==> config.mk <==
export PLATFORM = sky130hd
export DESIGN_NAME = sdram_upkeep_ctrl
export DESIGN_NICKNAME = d
export VERILOG_FILES = /design/src/rtl/sdram_upkeep_pkg.sv /design/src/rtl/upkeep_delay.sv /design/src/rtl/upkeep_ref_timer.sv /design/src/rtl/upkeep_seq.sv /design/src/rtl/sdram_upkeep_ctrl.sv
export SDC_FILE = /design/constraint.sdc
export NUM_CORES = 1
export LEC_CHECK = 0
export ABC_AREA = 1
export BUFFER_PORTS_ARGS = -buffer_cell sky130_fd_sc_hd__clkbuf_2
export CORE_MARGIN = 1.5
export CORE_UTILIZATION = 50
export CTS_CLUSTER_DIAMETER = 100
export DETAILED_ROUTE_END_ITERATION = 7
export PLACE_DENSITY = 0.76
export SLEW_MARGIN = 20
export SYNTH_ARGS = -nofsm -noshare
export SYNTH_HDL_FRONTEND = slang
export SYNTH_SLANG_ARGS = --single-unit
==> constraint.sdc <==
create_clock -name clk_i -period 7.1 [get_ports clk_i]
set_clock_uncertainty 0.2 [all_clocks]
set_input_delay 0.355 -clock clk_i [delete_from_list [all_inputs] [get_ports clk_i]]
set_output_delay 0.355 -clock clk_i [all_outputs]
set_load 0.005 [all_outputs]
==> src/rtl/sdram_upkeep_pkg.sv <==
package sdram_upkeep_pkg;

  typedef enum logic [2:0] {
    CMD_NOP  = 3'd0,
    CMD_PREA = 3'd1,
    CMD_REF  = 3'd2,
    CMD_MRS  = 3'd3,
    CMD_SRE  = 3'd4
  } upk_cmd_e;

  typedef enum logic [3:0] {
    ST_PAUSE,
    ST_PREA_W,
    ST_INIT_REF,
    ST_MRS_W,
    ST_IDLE,
    ST_REF_W,
    ST_SR,
    ST_SR_EXIT
  } upk_state_e;

  function automatic int ceil_div(input int num, input int den);
    return (num + den - 1) / den;
  endfunction

  function automatic int max2(input int a, input int b);
    return (a > b) ? a : b;
  endfunction

endpackage

==> src/rtl/upkeep_delay.sv <==
module upkeep_delay #(
  parameter int W       = 14,
  parameter int RST_VAL = 13334
) (
  input  logic         clk_i,
  input  logic         rst_ni,
  input  logic         load_i,
  input  logic [W-1:0] val_i,
  output logic         zero_o
);

  logic [W-1:0] cnt_q;

  always_ff @(posedge clk_i or negedge rst_ni) begin
    if (!rst_ni)              cnt_q <= W'(RST_VAL);
    else if (load_i)          cnt_q <= val_i;
    else if (cnt_q != '0)     cnt_q <= cnt_q - W'(1);
  end

  assign zero_o = (cnt_q == '0);

endmodule

==> src/rtl/upkeep_ref_timer.sv <==
module upkeep_ref_timer #(
  parameter int I4   = 2080,
  parameter int I8   = 1040,
  parameter int MAXP = 8,
  parameter int IW   = 12,
  parameter int PW   = 4
) (
  input  logic clk_i,
  input  logic rst_ni,
  input  logic run_i,
  input  logic dens_8k_i,
  input  logic take_i,
  output logic pend_nz_o,
  output logic urgent_o
);

  localparam logic [IW-1:0] RL4  = IW'(I4 - 1);
  localparam logic [IW-1:0] RL8  = IW'(I8 - 1);
  localparam logic [PW-1:0] PMAX = PW'(MAXP);

  logic [IW-1:0] cnt_q;
  logic [IW-1:0] reload;
  logic [PW-1:0] pend_q;
  logic          tick;
  logic          inc;

  assign reload = dens_8k_i ? RL8 : RL4;
  assign tick   = run_i && (cnt_q == '0);
  // expiries beyond the queue limit are dropped
  assign inc    = tick && (pend_q != PMAX);

  always_ff @(posedge clk_i or negedge rst_ni) begin
    if (!rst_ni) begin
      cnt_q  <= '0;
      pend_q <= '0;
    end else if (!run_i) begin
      cnt_q  <= reload;
      pend_q <= '0;
    end else begin
      cnt_q <= tick ? reload : cnt_q - IW'(1);
      if (inc && !take_i)      pend_q <= pend_q + PW'(1);
      else if (!inc && take_i) pend_q <= pend_q - PW'(1);
    end
  end

  assign pend_nz_o = (pend_q != '0);
  assign urgent_o  = (pend_q == PMAX);

  assert_pend_bound_R8: assert property (@(posedge clk_i) disable iff (!rst_ni)
    pend_q <= PMAX);

  assert_take_pending_R9: assert property (@(posedge clk_i) disable iff (!rst_ni)
    take_i |-> (pend_q != '0));

  assert_urgent_reach_R8: assert property (@(posedge clk_i) disable iff (!rst_ni)
    (run_i && inc && !take_i && pend_q == PMAX - PW'(1)) |=> urgent_o);

endmodule

==> src/rtl/upkeep_seq.sv <==
module upkeep_seq
  import sdram_upkeep_pkg::*;
#(
  parameter int PAUSE_CLK = 13334,
  parameter int TRP_CLK   = 3,
  parameter int TRC_CLK   = 9,
  parameter int MRD_CLK   = 2,
  parameter int INIT_REFS = 8,
  parameter int DW        = 14
) (
  input  logic     clk_i,
  input  logic     rst_ni,
  input  logic     sr_req_i,
  input  logic     grant_i,
  input  logic     pend_nz_i,
  output upk_cmd_e cmd_o,
  output logic     cke_o,
  output logic     init_done_o,
  output logic     req_o,
  output logic     take_o,
  output logic     run_o
);

  localparam int RW = $clog2(INIT_REFS + 1);
  localparam logic [DW-1:0] V_TRP  = DW'(TRP_CLK - 1);
  localparam logic [DW-1:0] V_TRC  = DW'(TRC_CLK - 1);
  localparam logic [DW-1:0] V_MRD  = DW'(MRD_CLK - 1);
  localparam logic [DW-1:0] V_SRX  = DW'(TRC_CLK);
  localparam logic [RW-1:0] N_INIT = RW'(INIT_REFS);

  upk_state_e    st_q, st_d;
  upk_cmd_e      cmd_q, cmd_d;
  logic          cke_q, cke_d;
  logic          done_q, done_d;
  logic [RW-1:0] nref_q, nref_d;
  logic          ld;
  logic [DW-1:0] ld_val;
  logic          dly_zero;

  upkeep_delay #(
    .W      (DW),
    .RST_VAL(PAUSE_CLK)
  ) u_dly (
    .clk_i (clk_i),
    .rst_ni(rst_ni),
    .load_i(ld),
    .val_i (ld_val),
    .zero_o(dly_zero)
  );

  assign take_o = (st_q == ST_IDLE) && grant_i && pend_nz_i;

  always_comb begin
    st_d   = st_q;
    cmd_d  = CMD_NOP;
    cke_d  = cke_q;
    done_d = done_q;
    nref_d = nref_q;
    ld     = 1'b0;
    ld_val = '0;
    unique case (st_q)
      ST_PAUSE: if (dly_zero) begin
        cmd_d = CMD_PREA; ld = 1'b1; ld_val = V_TRP; st_d = ST_PREA_W;
      end
      ST_PREA_W: if (dly_zero) begin
        cmd_d = CMD_REF; ld = 1'b1; ld_val = V_TRC; nref_d = RW'(1); st_d = ST_INIT_REF;
      end
      ST_INIT_REF: if (dly_zero) begin
        ld = 1'b1;
        if (nref_q == N_INIT) begin
          cmd_d = CMD_MRS; ld_val = V_MRD; st_d = ST_MRS_W;
        end else begin
          cmd_d = CMD_REF; ld_val = V_TRC; nref_d = nref_q + RW'(1);
        end
      end
      ST_MRS_W: if (dly_zero) begin
        done_d = 1'b1; st_d = ST_IDLE;
      end
      ST_IDLE: begin
        if (take_o) begin
          cmd_d = CMD_REF; ld = 1'b1; ld_val = V_TRC; st_d = ST_REF_W;
        end else if (grant_i && sr_req_i) begin
          cmd_d = CMD_SRE; cke_d = 1'b0; st_d = ST_SR;
        end
      end
      ST_REF_W: if (dly_zero) st_d = ST_IDLE;
      ST_SR: if (!sr_req_i) begin
        // exit registers two edges after the clock enable rises, then one row cycle
        cke_d = 1'b1; ld = 1'b1; ld_val = V_SRX; st_d = ST_SR_EXIT;
      end
      ST_SR_EXIT: if (dly_zero) st_d = ST_IDLE;
      default: st_d = ST_PAUSE;
    endcase
  end

  always_ff @(posedge clk_i or negedge rst_ni) begin
    if (!rst_ni) begin
      st_q   <= ST_PAUSE;
      cmd_q  <= CMD_NOP;
      cke_q  <= 1'b1;
      done_q <= 1'b0;
      nref_q <= '0;
    end else begin
      st_q   <= st_d;
      cmd_q  <= cmd_d;
      cke_q  <= cke_d;
      done_q <= done_d;
      nref_q <= nref_d;
    end
  end

  assign cmd_o       = cmd_q;
  assign cke_o       = cke_q;
  assign init_done_o = done_q;
  assign req_o       = (st_q == ST_IDLE) && (pend_nz_i || sr_req_i);
  assign run_o       = (st_q == ST_IDLE) || (st_q == ST_REF_W);

  assert_grant_issue_R9: assert property (@(posedge clk_i) disable iff (!rst_ni)
    (st_q == ST_IDLE && grant_i && pend_nz_i) |=> (cmd_q == CMD_REF));

  assert_sr_no_req_R10: assert property (@(posedge clk_i) disable iff (!rst_ni)
    (!cke_q) |-> !req_o);

endmodule

==> src/rtl/sdram_upkeep_ctrl.sv <==
module sdram_upkeep_ctrl
  import sdram_upkeep_pkg::*;
#(
  parameter int CLK_PS       = 7500,
  parameter int PAUSE_PS     = 100_000_000,
  parameter int TRP_PS       = 20_000,
  parameter int TRC_PS       = 67_500,
  parameter int REFI_4K_PS   = 15_600_000,
  parameter int REFI_8K_PS   = 7_800_000,
  parameter int MRD_CLK      = 2,
  parameter int INIT_REFS    = 8,
  parameter int MAX_POSTPONE = 8
) (
  input  logic       clk_i,
  input  logic       rst_ni,
  input  logic       dens_8k_i,
  input  logic       sr_req_i,
  input  logic       grant_i,
  output logic [2:0] cmd_o,
  output logic       cke_o,
  output logic       ref_req_o,
  output logic       urgent_o,
  output logic       init_done_o
);

  localparam int PAUSE_CLK = ceil_div(PAUSE_PS, CLK_PS);
  localparam int TRP_CLK   = ceil_div(TRP_PS, CLK_PS);
  localparam int TRC_CLK   = ceil_div(TRC_PS, CLK_PS);
  localparam int I4_CLK    = ceil_div(REFI_4K_PS, CLK_PS);
  localparam int I8_CLK    = ceil_div(REFI_8K_PS, CLK_PS);
  localparam int DW        = $clog2(max2(PAUSE_CLK, TRC_CLK) + 1);
  localparam int IW        = $clog2(max2(I4_CLK, I8_CLK) + 1);
  localparam int PW        = $clog2(MAX_POSTPONE + 1);

  upk_cmd_e cmd;
  logic     pend_nz, take, run, req, cke, done;

  upkeep_seq #(
    .PAUSE_CLK(PAUSE_CLK),
    .TRP_CLK  (TRP_CLK),
    .TRC_CLK  (TRC_CLK),
    .MRD_CLK  (MRD_CLK),
    .INIT_REFS(INIT_REFS),
    .DW       (DW)
  ) u_seq (
    .clk_i      (clk_i),
    .rst_ni     (rst_ni),
    .sr_req_i   (sr_req_i),
    .grant_i    (grant_i),
    .pend_nz_i  (pend_nz),
    .cmd_o      (cmd),
    .cke_o      (cke),
    .init_done_o(done),
    .req_o      (req),
    .take_o     (take),
    .run_o      (run)
  );

  upkeep_ref_timer #(
    .I4  (I4_CLK),
    .I8  (I8_CLK),
    .MAXP(MAX_POSTPONE),
    .IW  (IW),
    .PW  (PW)
  ) u_tmr (
    .clk_i    (clk_i),
    .rst_ni   (rst_ni),
    .run_i    (run),
    .dens_8k_i(dens_8k_i),
    .take_i   (take),
    .pend_nz_o(pend_nz),
    .urgent_o (urgent_o)
  );

  assign cmd_o       = cmd;
  assign cke_o       = cke;
  assign ref_req_o   = req;
  assign init_done_o = done;

  // command-spacing observer for the assertions below
  localparam int GW = $clog2(PAUSE_CLK + TRC_CLK + 4);
  localparam int RW = $clog2(INIT_REFS + 2);
  localparam logic [GW-1:0] G_PAUSE = GW'(PAUSE_CLK);
  localparam logic [GW-1:0] G_TRP   = GW'(TRP_CLK);
  localparam logic [GW-1:0] G_TRC   = GW'(TRC_CLK);
  localparam logic [GW-1:0] G_SRX   = GW'(TRC_CLK + 2);
  localparam logic [RW-1:0] N_INIT  = RW'(INIT_REFS);

  logic [GW-1:0] gap_q;
  upk_cmd_e      last_q;
  logic [RW-1:0] obs_refs_q;

  always_ff @(posedge clk_i or negedge rst_ni) begin
    if (!rst_ni) begin
      gap_q      <= '0;
      last_q     <= CMD_NOP;
      obs_refs_q <= '0;
    end else if (cmd != CMD_NOP) begin
      gap_q  <= GW'(1);
      last_q <= cmd;
      if (cmd == CMD_PREA)                          obs_refs_q <= '0;
      else if (cmd == CMD_REF && obs_refs_q != '1) obs_refs_q <= obs_refs_q + RW'(1);
    end else if (gap_q != '1) begin
      gap_q <= gap_q + GW'(1);
    end
  end

  assert_pause_R2: assert property (@(posedge clk_i) disable iff (!rst_ni)
    (cmd != CMD_NOP && last_q == CMD_NOP) |-> (cmd == CMD_PREA && gap_q >= G_PAUSE));

  assert_mrs_order_R3: assert property (@(posedge clk_i) disable iff (!rst_ni)
    (cmd == CMD_MRS) |-> (last_q == CMD_REF && obs_refs_q == N_INIT && !done));

  assert_trp_gap_R4: assert property (@(posedge clk_i) disable iff (!rst_ni)
    (cmd != CMD_NOP && last_q == CMD_PREA) |-> (gap_q >= G_TRP));

  assert_trc_gap_R5: assert property (@(posedge clk_i) disable iff (!rst_ni)
    (cmd != CMD_NOP && last_q == CMD_REF) |-> (gap_q >= G_TRC));

  assert_done_hold_R6: assert property (@(posedge clk_i) disable iff (!rst_ni)
    done |=> done);

  assert_cke_nop_R10: assert property (@(posedge clk_i) disable iff (!rst_ni)
    (!cke) |=> (cmd == CMD_NOP));

  assert_sr_exit_R11: assert property (@(posedge clk_i) disable iff (!rst_ni)
    (cmd != CMD_NOP && last_q == CMD_SRE) |-> (gap_q >= G_SRX));

endmodule

==> results of run 1 <==
## state kept, by name, indices dropped and copies added, names as in the netlist
signal and cells:
u_seq.init_done_o 1, u_seq.u_dly.cnt_q 14, u_tmr.cnt_q 12, u_seq.cke_o 1, u_seq.cmd_o 3, u_seq.nref_q 4
u_tmr.pend_q 4, u_seq.st_q 3
## path summary, 6_finish.rpt
path                                                start                                to  slack, ns  cells past startpoint
worst max-delay path            u_seq.st_q[2]$_DFFE_PN0P_       u_tmr.pend_q[3]$_DFFE_PN0P_       4.54                     14
worst min-delay path                               rst_ni          u_tmr.cnt_q[7]$_DFF_PN0_      -0.01                      1
worst max register to register  u_seq.st_q[2]$_DFFE_PN0P_       u_tmr.pend_q[3]$_DFFE_PN0P_       4.54                     14
worst min register to register   u_tmr.cnt_q[0]$_DFF_PN0_          u_tmr.cnt_q[0]$_DFF_PN0_       0.23                      1
max in group asynchronous                          rst_ni  u_seq.u_dly.cnt_q[5]$_DFFE_PN0P_       6.14                      1
min in group clk_i                                grant_i          u_seq.cmd_o[2]$_DFF_PN0_       0.10                      3
## layer usage
| layer | GRT usage [%] | share of wire (%) | routed length, µm | vias up |
|---|---|---|---|---|
| met5 | 0 | 0 | 0 | - |
| met4 | 5.95 | 1.3 | 63 | 0 |
| met3 | 3.31 | 3.1 | 149 | 8 |
| met2 | 30.9 | 46 | 2230 | 33 |
| met1 | 26.8 | 49 | 2380 | 946 |
| li1 | - | - | - | 1085 |
## where the power goes
group	internal [µW]	total [µW]	switching [µW]	leakage (µW)
Combinational	186	515	329	0.000815
Clock	115	194	79.2	0.0000585
Sequential	319	392	72.9	0.000520
Total	620	1100	481	0.00139
## cell usage in the layout, fill, tap and decap left out, types with 3 or more instances in the layout
| master | Yosys | final |
|---|---|---|
| o21ai_0 | 12 | 12 |
| nor3_2 | 9 | 9 |
| nor3_1 | 8 | 8 |
| nand2_2 | 5 | 5 |
| clkbuf_2 | 0 | 10 |
| xnor2_1 | 11 | 11 |
| nand3_1 | 22 | 22 |
| nor2_1 | 40 | 40 |
| a21oi_1 | 8 | 8 |
| nor4_1 | 3 | 3 |
| nand4_1 | 9 | 9 |
| clkbuf_8 | 0 | 6 |
| inv_2 | 4 | 4 |
| o21ai_1 | 4 | 4 |
| nor2_4 | 4 | 4 |
| ha_1 | 7 | 7 |
| dfrtp_1 | 35 | 35 |
| dfstp_2 | 7 | 7 |
| inv_1 | 48 | 48 |
| nand2_1 | 69 | 69 |
| nor2_2 | 6 | 6 |
| nand2_4 | 3 | 3 |
| xor2_1 | 7 | 7 |
## stage by stage
stage / hold slack, ns / setup slack [ns] / cells / utilization [%] / area [µm²]
2_1_floorplan: -0.141 / 4.81 / 334 / - / 2620
3_3_place_gp: 0.224 / 4.69 / 411 / 53.6 / 2720
3_5_place_dp: 0.228 / 4.56 / 411 / 53.6 / 2720
4_1_cts: 0.0652 / 4.56 / 419 / 55.8 / 2830
5_1_grt: 0.0690 / 4.32 / 419 / 55.8 / 2830
6_report: -0.0148 / 4.54 / 419 / 55.8 / 2830
## critical path, delay by kind of cell, from the launching register on
family                   cells  cell delay (ns)
AO/OA/AOI/OAI                1             0.19
flip-flops                   1             0.58
AND/OR/NAND/NOR             11             1.08
adder cells (fa/ha/maj)      1             0.34
buffers and inverters        1             0.05
## kinds of logic after synthesis
kind of cell | after synthesis
adder cells (fa/ha/maj) | 8
XOR/XNOR | 18
flip-flops | 42
buffers and inverters | 56
AND/OR/NAND/NOR | 182
AO/OA/AOI/OAI | 28
## final cells by class
type	count	area share [%]
multi-input cells	236	46.6
flip-flops and latches	42	37.4
inverters	52	6.89
well taps	70	3.09
clock buffers	7	3.05
repair buffers	11	1.94
clock inverters	1	1.06
==> flow_summary.yaml, run 1 <==
outcome:
  status: "finished, violations left"
  violations: "hold timing"
global_route:
  grt_pass1_vias: 1926
  grt_use_total_pct: 19.3
  antenna_found_initial: 0
  grt-ovfl-total: 0
  grt_max_degree: 43
  grt_pass1_wl_mm: 8.48
power:
  p_leak_uw: 0.00139
  fin_total_pwr_uw: 1100
  peakVddDrop_mv: 0.205
  p_per_area_mw_per_mm2: 389
timing:
  fin_crit_sh_pct: 36.0
  clock.fmax_mhz: 391
  hold_ws_ns: -0.0148
  finalSetupTns_ns: 0
  layout_min_cycle_time_ns: 2.56
  final-setup-viol-count: 0
  maxSlewViolCount: 0
  rsz0062_at_grt: "false"
  max_slew_margin_pct: 39.6
  tightest_slew_ns: 0.906
  finalHoldViolCount: 16
route:
  drt_iter0_drc: 113
  vias: 2072
  avgViaCountPerCell: 4.95
  dr.pass1.iters: 4
  wl_per_cell_um: 11.5
  drc: 0
  routed_wl_mm: 4.83
  final_antenna_net_count: 0
synthesis:
  synth_area_mm2: 0.00262
  syn-instance-count: 334
  synth_top_family_by_area: "simple AND/OR/NAND/NOR gates"
  muxShareOfSynthArea_pct: 0
  yosys.area.top_type: "dfrtp_1"
  synthFlopType: "dfrtp_1"
  yosysUniqueCellTypes: 29
  synth-compound-area-share_pct: 5.74
  synthAdderAreaFrac_pct: 4.11
  yosysSeqAreaShare_pct: 40.5
  synth_top_area_share_pct: 33.5
  ys_top_cells_by_count: "69 x nand2_1, 48 x inv_1, 40 x nor2_1, 35 x dfrtp_1, 22 x nand3_1"
  synth_seq_cells: 42
  synth.area.top_cells: "dfrtp_1 33%, nand2_1 9.9%, dfstp_2 7.0%"
  synth_edf_count: 0
  synth-simple-area-share_pct: 34.6
  synth_most_common_cell: "nand2_1"
  async_flop_share_pct: 100
  postSynthAreaPerCell_um2: 7.83
  ys_warn_count: 0
  syn-num-nets: 347
  synth_xor_xnor_area_share_pct: 6.03
final_layout:
  area_delta_synth_final_pct: 8.32
  multi_input_area_mm2: 0.00132
  antenna_cells: 0
  final_layout_size_suffix_gt1_share_pct: 17.2
  fillers: 473
  fin_nets: 361
  seq_area_mm2: 0.00106
clock_tree:
  cts_root_buf: "clkbuf_8"
  clkTransAtPathRegs_ns: 0.08
  cts_resized: 0
  cts.sinks: 42
  cts_setup_buffers: 0
  ctsHoldBuffers: 0
  cts_tree: "yes"
  cts_buffer_depth: 2
  cts_buffers: 5
  insertion_delay_ns: 0.29
  htreeDepth: 2
critical_path:
  worst_setup_path_end_kind: "register"
  path_cells: "nand3_1 -> nand2_2 -> nand3_1 -> nor2_2 -> nand2_2 -> ha_1 -> a21oi_1 -> nand2_1 -> nand2_1 -> nand2_1 -> inv_1 -> nand3_1 -> nand3_1 -> nand2_1"
  slowest_stage: "dfrtp_1"
  crit_type: "register to register"
  cp.arrival_ns: 2.54
  cp-start-kind: "register"
  critical_path.max_stage_delay_ns: 0.58
  path_max_fanout: 10
  critical_path_required_ns: 7.09
placement:
  io_buffers: 11
  place_congestion: 0.821
  place_hpwl_mm: 3.64
die:
  die_w_um: 75.3
  coreArea_mm2: 0.00507
  die_area_mm2: 0.00568
  rows: 26
  initial_utilization_pct: 51.6
  boundaryPins: 12
  die_h_um: 75.3
job:
  max_cap_viol_count: 0
worst_hold_path:
  min_path_type: "input pin to async pin"
Note: power is estimated with default switching activity, not from simulation.
==> run 2: changes to the inputs <==
ABC_AREA = 0   (was 1)
clock period = 2.6 ns   (was 7.1 ns; I/O delays follow)
==> flow_summary.yaml, run 2 <==
outcome:
  status: "finished, violations left"
  violations: "setup timing"
synthesis:
  synth.area.top_cells: "dfrtp_1 35%, dfstp_2 7.4%, xor2_1 3.9%"
  yosysUniqueCellTypes: 55
  syn-instance-count: 255
  synthFlopType: "dfrtp_1"
  synth_seq_cells: 42
  async_flop_share_pct: 100
  synth_top_area_share_pct: 35.0
  synth_area_mm2: 0.00250
  synth_edf_count: 0
  yosys.area.top_type: "dfrtp_1"
  syn-num-nets: 268
  ys_warn_count: 0
  ys_top_cells_by_count: "35 x dfrtp_1, 20 x nand2_1, 19 x nor2_1, 15 x inv_1"
  yosysSeqAreaShare_pct: 42.4
  synth_most_common_cell: "dfrtp_1"
  postSynthAreaPerCell_um2: 9.81
final_layout:
  instances_no_fill: 366
  antenna_cells: 0
  fillers: 403
  mostFrequentLayoutCells: "35 x dfrtp_1, 28 x buf_4, 19 x nor2_1, 19 x nand2_1"
  area_delta_synth_final_pct: 18.6
  largest_reg_flops: 14
  final_layout_size_suffix_gt1_share_pct: 27.8
  fin_nets: 311
  top_register: "u_seq.u_dly.cnt_q"
  reg_top3: "u_seq.u_dly.cnt_q x14, u_tmr.cnt_q x12"
  final_common_cell: "dfrtp_1"
  post-route-util_pct: 62.0
route:
  wl_met3_um: 224
  final_antenna_net_count: 0
  avgViaCountPerCell: 5.57
  dr.pass1.iters: 4
  wl_per_cell_um: 14.3
  drt_iter0_drc: 132
  wl_met1_mm: 2.40
  routed_wl_mm: 5.25
  route.met2.wl_mm: 2.49
  highest_layer: "met4"
  drc: 0
  vias: 2038
placement:
  io_buffers: 11
  place_hpwl_mm: 3.55
  place_congestion: 0.794
  dp_cells: 353
  place_ws_ns: -0.107
die:
  die_w_um: 73.7
  coreArea_mm2: 0.00479
  boundaryPins: 12
  die_h_um: 73.7
  die_area_mm2: 0.00544
  initial_utilization_pct: 52.3
  rows: 25
critical_path:
  reg2reg_depth: 12
  r2r-end: "u_tmr.pend_q[3]$_DFFE_PN0P_"
  cp.arrival_ns: 2.62
  worstReg2RegStart: "u_tmr.cnt_q[0]$_DFF_PN0_"
  cp-start-kind: "register"
  worst_setup_path_end_kind: "register"
  ff2ff_setup_slack_ns: -0.008
  critical_path_required_ns: 2.61
  crit_type: "register to register"
  path_max_fanout: 3
clock_tree:
  cts_buffer_depth: 2
  cts.sinks: 42
  cts_buffers: 5
  cts_root_buf: "clkbuf_8"
  insertion_delay_ns: 0.30
  htreeDepth: 2
  clkTransAtPathRegs_ns: 0.08
  cts_tree: "yes"
timing:
  setup_slack_ns: -0.00785
  maxSlewViolCount: 0
  max_slew_margin_pct: 37.6
  finalHoldViolCount: 0
  tightest_slew_ns: 0.936
  finalSetupTns_ns: -0.00785
  fin_crit_sh_pct: 100
  layout_min_cycle_time_ns: 2.61
  clock.fmax_mhz: 383
  final-setup-viol-count: 1
  rsz0062_at_grt: "true"
job:
  max_cap_viol_count: 0
worst_hold_path:
  worstHoldEndpoint: "u_seq.cke_o$_DFFE_PN1P_"
  min_from: "grant_i"
  min_path_type: "input pin to register"
  min_delay_path_depth: 4
power:
  p_leak_uw: 0.00129
  p_per_area_mw_per_mm2: 750
  peakVddDrop_mv: 0.521
global_route:
  grt_pass1_wl_mm: 9.00
  grt-ovfl-total: 0
  grt_use_total_pct: 21.7
  grt_pass1_vias: 1987
  grt_max_degree: 39
  antenna_found_initial: 0
==> run 2: cell count changes after synthesis, sizes merged, moves of 5 or more <==
cell / previous run / this run
nand2: 77 / 20
inv: 52 / 15
mux2i: 0 / 5
a21oi: 8 / 14
nor2: 50 / 28
nor3: 17 / 11
nand3: 24 / 11
clkbuf: 0 / 5
==> run 2: cells by family (layout without fill, tap and decap cells) <==
kind of cell	after synthesis	count (layout)	share of synthesized area, %
AO/OA/AOI/OAI	56	56	16.8
XOR/XNOR	18	18	6.30
adder cells (fa/ha/maj)	8	8	4.30
buffers and inverters	22	66	4.00
flip-flops	42	42	42.4
multiplexers	5	5	2.00
AND/OR/NAND/NOR	104	104	24.3
==> run 2: per-layer routing <==
metal | global-route usage (%) | vias to the layer above
met2 | 32.9 | 55
met5 | 0 | -
li1 | - | 1007
met1 | 29.9 | 964
met4 | 11.5 | 0
met3 | 3.29 | 12
==> run 2: through the flow <==
stage | instance area [µm²] | total power [µW] | hold slack (ns)
finish | 2970 | 2230 | 0.0449
global placement | 2800 | 1760 | 0.121
floorplan | 2510 | 1590 | -0.366
CTS | 2940 | 2230 | 0.0333
global route | 2970 | 2390 | 0.0534
detailed placement | 2800 | 1780 | 0.122
==> run 2: what timing repair did <==
item	4_1_cts	5_1_grt
resized for setup	2	4
pin swaps	1	0
setup endpoints to repair	1	1
hold buffers	4	0
setup buffers	1	0
hold endpoints to repair	40	0
==> run 2: worst max-delay path, stage by stage (launching register included) <==
cell and delay [ns]:
dfrtp_1 0.39, inv_2 0.07, ha_2 0.19, nor2b_4 0.14, nand4_1 0.15, nor3_4 0.18
nand2_2 0.11, ha_4 0.25, a21o_1 0.15, a21oi_2 0.13, inv_1 0.06, or3_1 0.31
a32oi_1 0.18
==> run 2: final cells by class <==
| class | count | area [µm²] | area share [%] |
|---|---|---|---|
| Multi-Input combinational cell | 191 | 1370 | 46.2 |
| Sequential cell | 42 | 1060 | 35.7 |
| Timing Repair Buffer | 43 | 305 | 10.3 |
| Clock buffer | 8 | 90.1 | 3.04 |
| Tap cell | 67 | 83.8 | 2.83 |
| Inverter | 15 | 56.3 | 1.90 |
==> run 2: power by group <==
| group | internal [µW] | leakage [µW] | total (µW) | switching [µW] |
|---|---|---|---|---|
| clock network | 217 | 0.0000455 | 444 | 228 |
| registers | 837 | 0.000505 | 1020 | 180 |
| logic | 340 | 0.000737 | 765 | 425 |
==> run 2: worst max-delay path by stage <==
stage / startpoint / to / slack [ns] / cells after the start
2_1_floorplan: u_tmr.cnt_q[7]$_DFF_PN0_ / u_tmr.pend_q[3]$_DFFE_PN0P_ / -0.11 / 10
3_3_place_gp: u_tmr.cnt_q[7]$_DFF_PN0_ / u_tmr.pend_q[3]$_DFFE_PN0P_ / -0.02 / 10
3_5_place_dp: u_tmr.cnt_q[7]$_DFF_PN0_ / u_tmr.pend_q[3]$_DFFE_PN0P_ / -0.11 / 10
4_1_cts: u_tmr.cnt_q[1]$_DFF_PN0_ / u_tmr.pend_q[3]$_DFFE_PN0P_ / -0.03 / 12
5_1_grt: u_tmr.cnt_q[0]$_DFF_PN0_ / u_tmr.pend_q[3]$_DFFE_PN0P_ / -0.13 / 12
6_report: u_tmr.cnt_q[0]$_DFF_PN0_ / u_tmr.pend_q[3]$_DFFE_PN0P_ / -0.008 / 12
